### config.mk
export PLATFORM = sky130hd
export DESIGN_NAME = sigfloat_adder
export DESIGN_NICKNAME = d
export VERILOG_FILES = /design/src/rtl/sfadd_pkg.sv /design/src/rtl/sfadd_align.sv /design/src/rtl/sfadd_combine.sv /design/src/rtl/sfadd_renorm.sv /design/src/rtl/sigfloat_adder.sv
export SDC_FILE = /design/constraint.sdc
export NUM_CORES = 1
export LEC_CHECK = 0
export BUFFER_PORTS_ARGS = -buffer_cell sky130_fd_sc_hd__buf_4
export CAP_MARGIN = 20
export CELL_PAD_IN_SITES_DETAIL_PLACEMENT = 1
export CELL_PAD_IN_SITES_GLOBAL_PLACEMENT = 2
export CORE_MARGIN = 2
export CORE_UTILIZATION = 35
export CTS_CLUSTER_DIAMETER = 100
export DETAILED_ROUTE_END_ITERATION = 6
export HOLD_SLACK_MARGIN = 0.03
export PLACE_DENSITY = 0.92
export REMOVE_ABC_BUFFERS = 1
export SYNTH_ARGS = -nofsm -noshare
export SYNTH_HDL_FRONTEND = slang
export SYNTH_SLANG_ARGS = --single-unit
### constraint.sdc
create_clock -name clk -period 4.42 [get_ports clk]
set_input_delay 0.221 -clock clk [delete_from_list [all_inputs] [get_ports clk]]
set_output_delay 0.221 -clock clk [all_outputs]
set_load 0.01 [all_outputs]
### src/rtl/sfadd_pkg.sv
package sfadd_pkg;
  parameter int TAG_W   = 3;
  parameter int INT_W   = 4;
  parameter int FRAC_W  = 52;
  parameter int EXP_W   = 8;
  parameter int DIGIT_W = 4;

  localparam int COEF_W   = INT_W + FRAC_W;
  localparam int GUARD_W  = TAG_W;
  localparam int MAG_W    = COEF_W + GUARD_W;
  localparam int WORD_W   = TAG_W + 1 + COEF_W + EXP_W;
  localparam int SPAN_DIG = COEF_W / DIGIT_W;

  typedef struct packed {
    logic [TAG_W-1:0]  tag;
    logic              sign;
    logic [COEF_W-1:0] coef;
    logic [EXP_W-1:0]  expo;
  } word_t;

  typedef struct packed {
    logic              vld;
    logic [TAG_W-1:0]  tag;
    logic              sx;
    logic              sy;
    logic [MAG_W-1:0]  mx;
    logic [MAG_W-1:0]  my;
    logic [EXP_W-1:0]  expo;
  } aligned_t;

  typedef struct packed {
    logic              vld;
    logic [TAG_W-1:0]  tag;
    logic              sign;
    logic [MAG_W-1:0]  mag;
    logic [EXP_W-1:0]  expo;
  } sum_t;
endpackage

### src/rtl/sfadd_align.sv
module sfadd_align
  import sfadd_pkg::*;
(
  input  logic     clk,
  input  logic     rst,
  input  logic     start,
  input  logic     op_sub,
  input  word_t    a,
  input  word_t    b,
  output aligned_t q
);
  logic             a_big;
  logic             b_sign_eff;
  logic [EXP_W-1:0] diff;
  logic [MAG_W-1:0] small_mag;
  logic [MAG_W-1:0] small_shf;
  aligned_t         nxt;

  always_comb begin
    a_big      = (a.expo >= b.expo);
    b_sign_eff = b.sign ^ op_sub;
    diff       = a_big ? (a.expo - b.expo) : (b.expo - a.expo);
    small_mag  = a_big ? {{GUARD_W{1'b0}}, b.coef} : {{GUARD_W{1'b0}}, a.coef};
    if (diff >= EXP_W'(SPAN_DIG))
      small_shf = '0;
    else
      small_shf = small_mag >> (int'(diff) * DIGIT_W);
    nxt.vld  = start;
    nxt.tag  = a.tag;
    nxt.sx   = a_big ? a.sign : b_sign_eff;
    nxt.sy   = a_big ? b_sign_eff : a.sign;
    nxt.mx   = a_big ? {{GUARD_W{1'b0}}, a.coef} : {{GUARD_W{1'b0}}, b.coef};
    nxt.my   = small_shf;
    nxt.expo = a_big ? a.expo : b.expo;
  end

  always_ff @(posedge clk) begin
    if (rst) q <= '0;
    else     q <= nxt;
  end
endmodule

### src/rtl/sfadd_combine.sv
module sfadd_combine
  import sfadd_pkg::*;
(
  input  logic     clk,
  input  logic     rst,
  input  aligned_t d,
  output sum_t     q
);
  sum_t nxt;

  always_comb begin
    nxt.vld  = d.vld;
    nxt.tag  = d.tag;
    nxt.expo = d.expo;
    if (d.sx == d.sy) begin
      nxt.mag  = d.mx + d.my;
      nxt.sign = d.sx;
    end else if (d.mx >= d.my) begin
      nxt.mag  = d.mx - d.my;
      nxt.sign = d.sx;
    end else begin
      nxt.mag  = d.my - d.mx;
      nxt.sign = d.sy;
    end
    if (nxt.mag == '0) nxt.sign = 1'b0;
  end

  always_ff @(posedge clk) begin
    if (rst) q <= '0;
    else     q <= nxt;
  end
endmodule

### src/rtl/sfadd_renorm.sv
module sfadd_renorm
  import sfadd_pkg::*;
(
  input  logic              clk,
  input  logic              rst,
  input  sum_t              d,
  output logic [WORD_W-1:0] result,
  output logic [TAG_W-1:0]  tag_out,
  output logic              ovf,
  output logic              done
);
  logic              carry;
  logic              top_exp;
  logic [MAG_W-1:0]  shf;
  word_t             w;

  always_comb begin
    carry   = |d.mag[MAG_W-1:COEF_W];
    top_exp = &d.expo;
    shf     = d.mag >> DIGIT_W;
    w.tag   = d.tag;
    w.sign  = d.sign;
    w.coef  = carry ? shf[COEF_W-1:0] : d.mag[COEF_W-1:0];
    w.expo  = (carry && !top_exp) ? d.expo + 1'b1 : d.expo;
  end

  always_ff @(posedge clk) begin
    if (rst) begin
      result  <= '0;
      tag_out <= '0;
      ovf     <= 1'b0;
      done    <= 1'b0;
    end else begin
      done <= d.vld;
      if (d.vld) begin
        result  <= w;
        tag_out <= d.tag;
        ovf     <= carry && top_exp;
      end
    end
  end
endmodule

### src/rtl/sigfloat_adder.sv
module sigfloat_adder
  import sfadd_pkg::*;
(
  input  logic              clk,
  input  logic              rst,
  input  logic              start,
  input  logic              op_sub,
  input  logic [WORD_W-1:0] opnd_a,
  input  logic [WORD_W-1:0] opnd_b,
  output logic [WORD_W-1:0] result,
  output logic [TAG_W-1:0]  tag_out,
  output logic              ovf,
  output logic              done
);
  aligned_t st1;
  sum_t     st2;

  sfadd_align u_align (
    .clk(clk), .rst(rst), .start(start), .op_sub(op_sub),
    .a(word_t'(opnd_a)), .b(word_t'(opnd_b)), .q(st1)
  );

  sfadd_combine u_comb (
    .clk(clk), .rst(rst), .d(st1), .q(st2)
  );

  sfadd_renorm u_renorm (
    .clk(clk), .rst(rst), .d(st2),
    .result(result), .tag_out(tag_out), .ovf(ovf), .done(done)
  );
endmodule

==> run metrics, run 1 <==
Crit. Startpoint u_align.q[49]; DR pass1 iterations 5; final worst setup slack -0.3610 ns; Final Hold Viols 0; Net Switching 4.917 mW; vias in the first global route 29650; slowest CP cell nor4b_4; area of the multi-input gates 0.01597 sq mm; Data required, critical path 4.83 ns; min-delay worst type in2reg; sw frac 40.42%; DP Worst Slack -0.8460 ns; Clock Sinks 268; Core ar. 0.06194 sq mm; routability cong. 0.9691; synth warn 0; Tmin final 4.781 ns; Worst-Skew Late Latency 0.57 ns; Cell Int Power 7.247 mW; Crit path largest cell delay 0.48 ns; IO Count 213; Critical Path AT 5.20 ns; R2R Path Start u_align.q[49]; Leakage 15.19 nW; placed standard-cell area 0.02979 sq mm; synthesis-stage register bit count 268; hold path start opnd_b[61]; Worst Setup Path Type reg2reg; Iteration-0 DRC Markers 2393; post-synthesis sequential area ratio 24.38%; area of the mapped netlist 0.02201 sq mm; CP Cell Sequence inv_1 -> ha_4 -> buf_4 -> nand4_1 -> nor4b_4 -> nand4_1 -> nand3_2 -> buf_4 -> nor2_4 -> buf_12 -> and3_1 -> or3_1 -> a31oi_1 -> xnor2_1 -> nand4b_1 -> nor4b_4 -> buf_4 -> nand4_1 -> nor4_1 -> buf_4 -> nor3_2; grt ovf 0; status finished with violations; Routed WL per cell 25.12 um; CTS Buf Count 36; CTS tree built; clock power share 25.8%; Gate power share 51.0%; final antenna-violating net count 0; first-pass GRT wire length 182900 um; Critical Path Fanout Max 11; largest net degree at the start of global routing 89; post-DR vias/cell 5.750; Total Die Area 0.06491 sq mm; Post-synth EDFFs 0; power per cell area 366.0 mW/mm^2; fmax 209.2 MHz; Mapped Cells 3045; Worst-Margin Slew 0.9475 ns; Clock Skew 0.02729 ns; hold_ws 0.03268 ns; period utilization 108.2%; Root Driver clkbuf_16; register area 0.005388 sq mm; Starting Density 35.53%; Crit. End Element register; CP Buf/Inv Count 6; Die W 254.8 um; CTS H-tree lvls 2; Seq pwr share 23.2%; number of cell rows 91; Slew Limit Headroom 36.83%; chip height 254.8 um; Area Overhead vs Synth 50.99%; Slew Viols, Final 0; NumNets Final 4337; Max Root-Sink Buffers 3; # DRC 0; failing checks setup timing; initial antenna violation count 9; CP startpoint kind register; final instance area 0.03323 sq mm; setup TNS -0.3610 ns; final wirelength 122400 um; share of layout cells above drive strength 1 30.54%; Syn Area/Cell 7.228 sq um; Crit path top cell by count buf_4; DP HPWL 95670 um; maxcap violations 0; RSZ-0062 raised after global routing yes; number of fill cells in the layout 7746; via count 28030; Peak VDD IR 0.4013 mV; Post-synth top flop dfxtp_1; Netlist cell types 88; final setup vio count 1; fraction of registers with async set/reset 0%; IO Port Bufs 209; Final Util 53.65%; total track usage 37.04%; Clock Pin Slew Worst Setup and Hold Paths 0.07 ns; Top delay family on crit path simple AND/OR/NAND/NOR gates
==> cells in the final DEF (no fill, tap or decap), types with 9 or more instances in the layout <==
cell type / n
nor2_1: 354
buf_4: 984
o31ai_1: 17
a31oi_1: 36
a21oi_1: 317
inv_1: 186
or3_1: 16
buf_12: 10
o211ai_1: 19
xnor2_2: 10
and3_1: 10
clkinv_2: 9
o21bai_1: 40
nor2b_1: 64
a311oi_1: 59
o21ai_0: 122
nor3_1: 51
mux2i_1: 139
nand3_1: 46
a21oi_2: 17
ha_1: 156
a21o_1: 28
clkbuf_16: 38
dlygate4sd3_1: 118
xnor2_1: 42
o21a_1: 17
nand2_1: 422
dfxtp_2: 15
xor2_1: 11
nor4_1: 21
ha_4: 24
nand2b_1: 13
dfxtp_1: 252
a211oi_1: 46
o21ai_1: 10
nand4_1: 54
and2_1: 11
==> worst paths after layout <==
kind	end	slack [ns]	cells after the start
hold / removal	u_align.q[120]	0.03	3
hold reg to reg	u_comb.q[71]	0.44	1
setup reg to reg	u_comb.q[67]	-0.36	21
setup / recovery	u_comb.q[67]	-0.36	21
==> routing by layer <==
layer | part of all wire (%) | GRT usage, % | wire (um)
met1 | 43 | 49.56 | 52580
met2 | 45 | 59.87 | 55200
met3 | 7.8 | 5.991 | 9522
met4 | 4.2 | 13.58 | 5101
met5 | 0.026 | 0 | 32
==> per-stage QoR <==
stage | std cells | total power, mW
after global placement | 4665 | 8.344
after floorplan | 2852 | 5.409
after detailed placement | 4665 | 8.465
after CTS | 4864 | 11.90
after global routing | 4872 | 12.66
final | 4874 | 12.16
==> sequential cells by signal, indices dropped and copies added, names as in the netlist <==
name / flops
u_align.q: 126
u_comb.q: 72
u_renorm.result: 65
u_renorm.tag_out: 3
u_renorm.done: 1
u_renorm.ovf: 1
==> worst register-to-register path, stage by stage, from the launching register on <==
cell and delay [ns]:
dfxtp_1 0.33, inv_1 0.08, ha_4 0.28, buf_4 0.17, nand4_1 0.35, nor4b_4 0.48, nand4_1 0.19, nand3_2 0.11
buf_4 0.13, nor2_4 0.05, buf_12 0.15, and3_1 0.16, or3_1 0.38, a31oi_1 0.22, xnor2_1 0.31, nand4b_1 0.24
nor4b_4 0.24, buf_4 0.18, nand4_1 0.10, nor4_1 0.29, buf_4 0.16, nor3_2 0.03
==> power by group through the flow <==
stage | combinational, mW | clock (mW) | sequential [mW]
after floorplan | 2.59 | 0 | 2.82
after global placement | 5.50 | 0 | 2.85
after detailed placement | 5.61 | 0 | 2.86
after CTS | 5.91 | 3.17 | 2.82
after global routing | 6.54 | 3.28 | 2.84
final | 6.20 | 3.14 | 2.82
==> synthesized netlist by cell type (all sizes together) (13+ instances only) <==
cell     instances  area [sq um]
mux2i          141          1411
o21a            17         127.6
buf             54         299.0
a31oi           38         237.7
inv            189         709.4
nor3            59         310.3
o31ai           18         135.1
ha             184          2302
nor2           363          1365
xnor2           53         464.2
nand2b          13         81.33
clkbuf         139         523.0
nor4            23         143.9
o211ai          19         142.6
a211oi          50         380.4
dfxtp          268          5365
nand2          423          1590
o21bai          40         300.3
o21ai          135         675.6
a311oi          61         534.3
a21oi          340          1717
nand3           47         235.2
nand4           55         350.3
or3             18         112.6
a21o            29         217.7
a2111oi         13         113.9
nor2b           65         406.6
==> cells by family after synthesis <==
family                     after synthesis  synth area share, %
adders and majority gates              189                10.91
xor gates and xnor gates                65                2.587
and+or+nand+nor                       1125                22.87
buffers and inverters                  386                7.026
DFF                                    268                24.38
AOI/OAI and AO/OA                      858                24.74
muxes                                  154                7.487
==> timing repair <==
action / in CTS / in global routing
hold buffers: 118 / 0
pin swaps: 44 / 20
resized for setup: 126 / 35
setup endpoints to repair: 9 / 16
buffers inserted: 17 / 7
hold endpoints to repair: 61 / 0
==> area by class of cell <==
type | instances | share of cell area (%)
diodes | 3 | 0.02259
clock buffers | 42 | 3.027
clock inverters | 22 | 0.7793
inverters | 193 | 2.180
multi-input cells | 2391 | 48.04
flip-flops and latches | 268 | 16.21
well taps | 837 | 3.151
repair buffers | 1118 | 26.59
No activity file was read; power rests on OpenSTA's default activity.
==> inputs of run 2 (changes only) <==
Settings changed: CORE_ASPECT_RATIO set to 2.
==> run metrics, run 2 (synthesis results as in run 1) <==
Top Registers u_align.q: 126 flops, u_comb.q: 72 flops, u_renorm.result: 65 flops; DP Worst Slack -1.418 ns (-0.5724 ns); Root Driver clkbuf_16; routability cong. 1.067 (+10%); Max Root-Sink Buffers 3 (unchanged); Iteration-0 DRC Markers 2593 (+8.4%); Clock Sinks 268 (unchanged); Cell Int Power 6.490 mW (-10%); Worst-Margin Slew 1.208 ns (+0.2606 ns); maxcap violations 0 (unchanged); period utilization 108.9% (+0.72 points); hold path start opnd_b[9]; Slew Viols, Final 0 (unchanged); status finished with violations; CP Cell Sequence inv_1 -> ha_1 -> buf_4 -> nand4_1 -> or3_4 -> nor3_4 -> a21boi_4 -> a31o_2 -> buf_6 -> buf_6 -> o21ai_0 -> a31oi_1 -> xor2_1 -> nand4_1 -> or4_4 -> nor4b_4 -> buf_4 -> nand4_1 -> nor4_2 -> nor3_1; initial antenna violation count 3 (-6); Critical Path Fanout Max 10 (-1); most frequent cells in the layout buf_4, nand2_1, nor2_1, a21oi_1, dfxtp_1; met1 Use GR 38.13% (-11 points); CTS Buf Count 26 (-28%); number of cell rows 130 (+43%); Crit path largest cell delay 0.45 ns (-0.03 ns); min-delay worst type in2reg; DP HPWL 80900 um (-15%); max reg flops 126 (unchanged); IO Port Bufs 209 (unchanged); Worst Setup EP u_comb.q[67]; Slew Limit Headroom 18.61% (-18 points); grt ovf 0 (unchanged); reg2reg setup slack -0.39 ns (-0.03 ns); CTS H-tree lvls 1 (-1); power per cell area 356.2 mW/mm^2 (-2.7%); Leakage 14.19 nW (-6.6%); IO Count 213 (unchanged); WP depth 20 (-4.8%); fmax 207.8 MHz (-0.67%); Routed WL per cell 25.27 um (+0.58%); clock power share 22.0% (-3.8 points); Gate power share 52.9% (+1.9 points); Area Overhead vs Synth 42.96%; Top delay family on crit path simple AND/OR/NAND/NOR gates; reg2reg end u_comb.q[67]; CP Buf/Inv Count 5 (-1); via count 28060 (+0.14%); Worst Setup Path Type reg2reg; R2R Path Start u_align.q[45]; vias in the first global route 29460 (-0.64%); share of layout cells above drive strength 1 26.11% (-4.4 points); chip height 358.6 um (+41%); post-DR vias/cell 6.053 (+5.3%); number of fill cells in the layout 7727 (-0.25%); hold depth 3 (unchanged); RSZ-0062 raised after global routing yes; Clock Skew 0.02279 ns (-0.004500 ns); total power 11.21 mW (-7.9%); Clock Pin Slew Worst Setup and Hold Paths 0.08 ns (about the same); Final Hold Viols 0 (unchanged); M2 GR Usage 59.16% (-0.71 points); CP startpoint kind register; first-pass GRT wire length 172200 um (-5.8%); Starting Density 35.24% (-0.30 points); Crit. End Element register; Tmin final 4.813 ns (+0.03202 ns); Critical Path AT 5.25 ns (+0.05 ns); Core ar. 0.06246 sq mm (+0.84%); Worst-Skew Late Latency 0.60 ns (+0.03 ns); Top reg by flops u_align.q; failing checks setup timing; commonest non-fill, non-tap cell in the layout buf_4; Net Switching 4.719 mW (-4.0%); total track usage 33.73% (-3.3 points); setup TNS -0.8685 ns (-0.5075 ns); R2R cell count 20 (-4.8%); Data required, critical path 4.86 ns (+0.03 ns); sw frac 42.10% (+1.7 points); Crit. Startpoint u_align.q[45]; slowest CP cell or4_4; Total Die Area 0.06503 sq mm (+0.19%); final wirelength 117100 um (-4.3%); final worst setup slack -0.3931 ns (-0.03202 ns); M3 GR Usage 4.964% (-1.0 points); CTS tree built; Peak VDD IR 0.2973 mV (-26%); busiest grt layer met2; Crit path top cell by count nand4_1; Seq pwr share 25.0% (+1.8 points); # DRC 0 (unchanged); NumNets Final 4153 (-4.2%); final setup vio count 7 (+6); DR pass1 iterations 6 (+1); largest net degree at the start of global routing 98 (+10%); final antenna-violating net count 0 (unchanged); Die W 181.3 um (-29%)
## run 2: layer usage
metal  vias up  share of wire [%]
li1      12270                  -
met1     13460                 36
met2      1722                 47
met3       612                8.1
met4         4                8.4
met5         -              0.023
## run 2: through the flow
step	utilization [%]	hold slack, ns	std cells	area [sq um]
floorplan	-	0.2901	2852	21190
global placement	45.07	0.4177	4415	28150
detailed placement	45.07	0.4305	4415	28150
CTS	50.04	0.03534	4633	31250
global route	50.37	0.07264	4634	31460
finish	50.38	0.04916	4636	31470
## run 2: worst min-delay path: cells and delay by family
kind / cells / cell delay [ns]
AND/OR/NAND/NOR: 1 / 0.05
AO/OA/AOI/OAI: 1 / 0.16
buffers and inverters: 1 / 0.11
## run 2: worst min path at each step
stage                     to  slack [ns]
2_1_floorplan   u_align.q[0]        0.29
3_3_place_gp     u_comb.q[3]        0.42
3_5_place_dp    u_comb.q[71]        0.43
4_1_cts        u_align.q[68]        0.04
5_1_grt        u_align.q[68]        0.07
6_report       u_align.q[68]        0.05
## run 2: power by group through the flow
stage	sequential (mW)	combinational, mW	clock, mW
2_1_floorplan	2.82	2.59	0
3_3_place_gp	2.83	4.89	0
3_5_place_dp	2.84	5.03	0
4_1_cts	2.80	5.42	2.47
5_1_grt	2.83	6.19	2.57
6_report	2.81	5.93	2.47
## run 2: final cells by class
cell class	count	area, sq um	share of cell area [%]
multi-input combinational	2391	15880	50.47
timing repair buffer	944	7587	24.11
sequential	268	5378	17.09
tap	792	991.0	3.149
inverter	193	724.4	2.302
clock buffer	35	714.4	2.271
clock inverter	11	183.9	0.5845
antenna	2	5.005	0.01591
## run 2: repair_timing
item	in CTS	in global routing
gates cloned	1	0
hold buffers	131	0
buffers inserted	40	0
gates resized for setup	110	44
endpoints found under the setup margin	42	55
endpoints found under the hold margin	69	0
pin swaps	46	7
